==> config.mk <==
export PLATFORM = sky130hd
export DESIGN_NAME = serial_div_loader
export DESIGN_NICKNAME = d
export VERILOG_FILES = /design/src/rtl/divload_pkg.sv /design/src/rtl/divload_sync.sv /design/src/rtl/divload_ctrl.sv /design/src/rtl/divload_dp.sv /design/src/rtl/serial_div_loader.sv
export SDC_FILE = /design/constraint.sdc
export NUM_CORES = 1
export LEC_CHECK = 0
export ABC_AREA = 1
export CAP_MARGIN = 25
export CORE_ASPECT_RATIO = 0.9
export CORE_MARGIN = 2
export CORE_UTILIZATION = 55
export DETAILED_ROUTE_END_ITERATION = 12
export DONT_BUFFER_PORTS = 1
export PLACE_DENSITY = 0.73
export SYNTH_ARGS = -nofsm -noshare
export SYNTH_HDL_FRONTEND = slang
export SYNTH_HIERARCHICAL = 1
export SYNTH_SLANG_ARGS = --single-unit
==> constraint.sdc <==
create_clock -name clk -period 2.7 [get_ports clk]
set_input_delay 0.54 -clock clk [delete_from_list [all_inputs] [get_ports clk]]
set_output_delay 0.54 -clock clk [all_outputs]
set_load 0.02 [all_outputs]
==> src/rtl/divload_pkg.sv <==
package divload_pkg;
  typedef struct packed {
    logic shift;
    logic latch;
  } loadStrobe_t;
endpackage

==> src/rtl/divload_sync.sv <==
module divload_sync #(
  parameter int W      = 1,
  parameter int STAGES = 2
) (
  input  logic         clk,
  input  logic         rstN,
  input  logic [W-1:0] din,
  output logic [W-1:0] dout
);
  logic [STAGES-1:0][W-1:0] stg;

  generate
    if (STAGES == 1) begin : g_single
      always_ff @(posedge clk or negedge rstN) begin
        if (!rstN) stg <= '0;
        else       stg <= din;
      end
    end else begin : g_chain
      always_ff @(posedge clk or negedge rstN) begin
        if (!rstN) stg <= '0;
        else       stg <= {stg[STAGES-2:0], din};
      end
    end
  endgenerate

  assign dout = stg[STAGES-1];
endmodule

==> src/rtl/divload_ctrl.sv <==
module divload_ctrl
  import divload_pkg::*;
#(
  parameter int SYNC_STAGES = 2
) (
  input  logic        clk,
  input  logic        rstN,
  input  logic        serClk,
  input  logic        serData,
  input  logic        latchEn,
  output loadStrobe_t stb,
  output logic        dataBit
);
  localparam int PINS = 3;

  logic [PINS-1:0] syncOut;
  logic clkPrev, lePrev;

  divload_sync #(.W(PINS), .STAGES(SYNC_STAGES)) u_sync (
    .clk (clk),
    .rstN(rstN),
    .din ({serClk, latchEn, serData}),
    .dout(syncOut)
  );

  always_ff @(posedge clk or negedge rstN) begin
    if (!rstN) begin
      clkPrev <= 1'b0;
      lePrev  <= 1'b0;
    end else begin
      clkPrev <= syncOut[2];
      lePrev  <= syncOut[1];
    end
  end

  assign stb.shift = syncOut[2] & ~clkPrev;
  assign stb.latch = syncOut[1] & ~lePrev;
  assign dataBit   = syncOut[0];

  AST_SHIFT_ONCE: assert property (@(posedge clk) disable iff (!rstN)
    stb.shift |=> !stb.shift);
  AST_LATCH_ONCE: assert property (@(posedge clk) disable iff (!rstN)
    stb.latch |=> !stb.latch);
endmodule

==> src/rtl/divload_dp.sv <==
module divload_dp
  import divload_pkg::*;
#(
  parameter int PAY_W = 17
) (
  input  logic             clk,
  input  logic             rstN,
  input  loadStrobe_t      stb,
  input  logic             dataBit,
  output logic [PAY_W-1:0] ctrlWord,
  output logic             updateStb
);
  localparam int WORD_W = PAY_W + 1;

  logic [WORD_W-1:0] shiftReg;
  logic commit;

  always_ff @(posedge clk or negedge rstN) begin
    if (!rstN)          shiftReg <= '0;
    else if (stb.shift) shiftReg <= {shiftReg[WORD_W-2:0], dataBit};
  end

  assign commit = stb.latch & ~shiftReg[0];

  always_ff @(posedge clk or negedge rstN) begin
    if (!rstN) begin
      ctrlWord  <= '0;
      updateStb <= 1'b0;
    end else begin
      updateStb <= commit;
      if (commit) ctrlWord <= shiftReg[WORD_W-1:1];
    end
  end

  AST_SHIFT_IN: assert property (@(posedge clk) disable iff (!rstN)
    stb.shift |=> shiftReg[0] == $past(dataBit));
  AST_COMMIT: assert property (@(posedge clk) disable iff (!rstN)
    (stb.latch && !shiftReg[0]) |=> (updateStb && ctrlWord == $past(shiftReg[WORD_W-1:1])));
  AST_ADDR_GATE: assert property (@(posedge clk) disable iff (!rstN)
    (stb.latch && shiftReg[0]) |=> (!updateStb && $stable(ctrlWord)));
  AST_STB_PULSE: assert property (@(posedge clk) disable iff (!rstN)
    updateStb |=> !updateStb);
endmodule

==> src/rtl/serial_div_loader.sv <==
module serial_div_loader
  import divload_pkg::*;
#(
  parameter int B_W         = 10,
  parameter int A_W         = 5,
  parameter int SYNC_STAGES = 2
) (
  input  logic           clk,
  input  logic           rstN,
  input  logic           serClk,
  input  logic           serData,
  input  logic           latchEn,
  output logic [B_W-1:0] bCount,
  output logic [A_W-1:0] aCount,
  output logic           cntReset,
  output logic           powerDown,
  output logic           updateStb
);
  localparam int CTL_W = 2;
  localparam int PAY_W = B_W + A_W + CTL_W;

  loadStrobe_t      stb;
  logic             dataBit;
  logic [PAY_W-1:0] ctrlWord;

  divload_ctrl #(.SYNC_STAGES(SYNC_STAGES)) u_ctrl (
    .clk    (clk),
    .rstN   (rstN),
    .serClk (serClk),
    .serData(serData),
    .latchEn(latchEn),
    .stb    (stb),
    .dataBit(dataBit)
  );

  divload_dp #(.PAY_W(PAY_W)) u_dp (
    .clk      (clk),
    .rstN     (rstN),
    .stb      (stb),
    .dataBit  (dataBit),
    .ctrlWord (ctrlWord),
    .updateStb(updateStb)
  );

  assign bCount    = ctrlWord[PAY_W-1 -: B_W];
  assign aCount    = ctrlWord[CTL_W +: A_W];
  assign cntReset  = ctrlWord[1];
  assign powerDown = ctrlWord[0];

  AST_HOLD: assert property (@(posedge clk) disable iff (!rstN)
    !updateStb |-> $stable({bCount, aCount, cntReset, powerDown}));
endmodule

==> impl_metrics.py <==
metrics = {
    "sta": {
        "rsz0062_at_grt": "no",
        "fin_crit_sh": 0.5674,
        "worst_slew_pin_slew_ns": 0.7168,
        "fin_crit_ns": 1.532,
        "finalSetupTns_ns": 0,
        "setup_violations": 0,
        "slew_headroom": 0.5216,
        "clock_skew_ns": 0.007823,
        "max_freq_mhz": 652.7,
        "whs_ns": 0.02675,
        "drv_slew": 0,
        "finalHoldViolations": 0,
    },
    "synthesis": {
        "synth_cell_types": 17,
        "ys_ff_latch": 44,
        "yosys-top-cells-count": "dfrtp_1 (44), nand2_1 (35), nand3_1 (17)",
        "ys_warn_count": 6,
        "avgSynthCellArea_um2": 10.57,
        "syn_nets": 164,
        "async_flop_share": 1.000,
        "synth_area_um2": 1680,
        "yosysTopAreaCell": "dfrtp_1",
        "seq_area_frac_synth": 0.6552,
        "synthFlopType": "dfrtp_1",
        "yosysMostFrequentCell": "dfrtp_1",
        "synth_top_area_share": 0.6552,
        "netlist_instances": 159,
        "synth_edf_count": 0,
        "synthTopCellsByArea": "dfrtp_1 (66%), nand2_1 (7.8%), nand3_1 (5.1%)",
    },
    "detailed_routing": {
        "ant_nets": 0,
        "routed_via_density": 4.944,
        "drtIter0Drc": 27,
        "routedWlPerCell_um": 12.38,
        "wl_um": 2438,
        "firstDrtPassIters": 4,
        "drc_errors": 0,
        "vias": 974,
    },
    "clock_network": {
        "numCtsBuffers": 5,
        "htreeDepth": 2,
        "path_clk_slew_ns": 0.11,
        "clockRootBuffer": "clkbuf_4",
        "clock_latency_ns": 0.34,
        "cts.repair.resized": 0,
        "cts_buffer_depth": 2,
        "cts_tree": "built",
        "cts_setup_buffers": 0,
        "clock-sinks": 44,
    },
    "setup_path": {
        "crit_chain": "nor2_2 -> nand2_4 -> nand2_1 -> nand2_1",
        "worst_ep_arrival_time_ns": 1.78,
        "crit_top_cell": "nand2_1",
        "r2r-start": "u_ctrl/lePrev$_DFF_PN0_",
        "critPathTopFamily": "simple AND/OR/NAND/NOR gates",
        "setup.worst_path.class": "reg2reg",
        "max_stage_delay_ns": 0.57,
        "cp-start-kind": "flop",
        "path_buf_inv": 0,
        "crit_cells": 4,
        "endpoint_kind": "flop",
        "crit_fanout": 18,
        "reg2reg_depth": 4,
        "crit_start": "u_ctrl/lePrev$_DFF_PN0_",
        "worstPathRequired_ns": 2.94,
        "cp_slowest_cell": "nor2_2",
    },
    "final_layout": {
        "area_growth_pct": 2.234,
        "antenna_cells": 0,
        "ff_latch_area_um2": 1101,
        "drive_above_1_share": 0.1419,
        "multi_input_area_um2": 420.4,
        "final_nets": 161,
        "fillers": 263,
    },
    "placed_design": {
        "globalplace.congestion": 0.7040,
        "io_buffers": 0,
        "place_hpwl_um": 1637,
    },
    "global_route": {
        "antenna_found_initial": 0,
        "grt_max_degree": 45,
        "grt_usage": 0.1681,
        "overflow": 0,
        "first_global_vias": 975,
        "grt_pass1_wl_um": 4360,
    },
    "die": {
        "fp-row-count": 19,
        "die_h_um": 56.44,
        "coreArea_um2": 2995,
        "die-area_um2": 3514,
        "io_pins": 23,
        "die_w_um": 62.27,
        "start_util": 0.5610,
    },
    "pwr": {
        "leakagePower_nw": 0.8575,
        "cellPowerDensity_nw_per_um2": 874.7,
        "peakVddDrop_mv": 0.6367,
    },
    "outcome": {
        "status": "finished clean",
    },
    "run": {
        "cap_violations": 0,
    },
    "hold_path": {
        "hp-class": "in2async",
    },
}
layer usage:
layer  wire (um)  GRT usage  vias to the layer above
met2        1186     0.2764                       28
met5           0          0                        -
li1            -          -                      486
met4          54    0.09524                        0
met3         156    0.06814                        4
met1        1041     0.1871                      456
logic make-up after synthesis:
logic type,count (synthesis),synth area share
AND/OR/NAND/NOR,72,0.1943
flip-flops,44,0.6553
buffers and inverters,25,0.09455
AO/OA/AOI/OAI,18,0.05585
cell usage in the layout, fill, tap and decap left out, drive strengths merged:
cell and n:
a21oi 8, buf 2, bufinv 1, clkbuf 5, dfrtp 44, inv 13, nand2 45, nand3 17
nor2 10, o21ai 10
power breakdown:
group / internal, mW / switching (mW)
sequential: 0.784 / 0.179
clock: 0.185 / 0.184
combinational: 0.0647 / 0.106
total: 1.03 / 0.469
path summary, 6_finish.rpt:
kind                                              endpoint  slack [ns]
hold / removal               u_dp/shiftReg[16]$_DFFE_PN0P_        0.03
setup reg to reg              u_dp/ctrlWord[0]$_DFFE_PN0P_        1.17
max in group asynchronous    u_dp/shiftReg[12]$_DFFE_PN0P_        2.48
min in group clk            u_ctrl/u_sync/stg[2]$_DFF_PN0_        0.21
hold reg to reg            u_ctrl/u_sync/dout[1]$_DFF_PN0_        0.36
setup / recovery              u_dp/ctrlWord[0]$_DFFE_PN0P_        1.17
repair_timing:
action | CTS | global route
endpoints found under the setup margin | 0 | 0
hold buffers | 1 | 0
endpoints found under the hold margin | 44 | 0
per-stage QoR:
step	cells	power, mW	instance area [um2]	setup slack (ns)	utilization
after CTS	197	1.525	1718	1.145	0.5735
final	197	1.503	1718	1.168	0.5735
after global placement	190	1.122	1630	1.192	0.5443
after global routing	197	1.603	1718	1.050	0.5735
after floorplan	159	1.105	1680	1.609	-
after detailed placement	190	1.138	1630	1.162	0.5443
flip-flops by register name, indices dropped and copies added (netlist names):
signal	flops
u_ctrl/clkPrev	1
u_dp/updateStb	1
u_ctrl/u_sync/stg	3
u_ctrl/lePrev	1
u_dp/shiftReg	18
u_dp/ctrlWord	17
u_ctrl/u_sync/dout	3
cell type report:
type	instances	share of cell area
Clock buffer	5	0.02185
Inverter	13	0.02840
Sequential cell	44	0.6409
Clock inverter	1	0.01748
Tap cell	42	0.03059
Timing Repair Buffer	2	0.01602
Multi-Input combinational cell	90	0.2447
No activity file was read; power rests on OpenSTA's default activity.
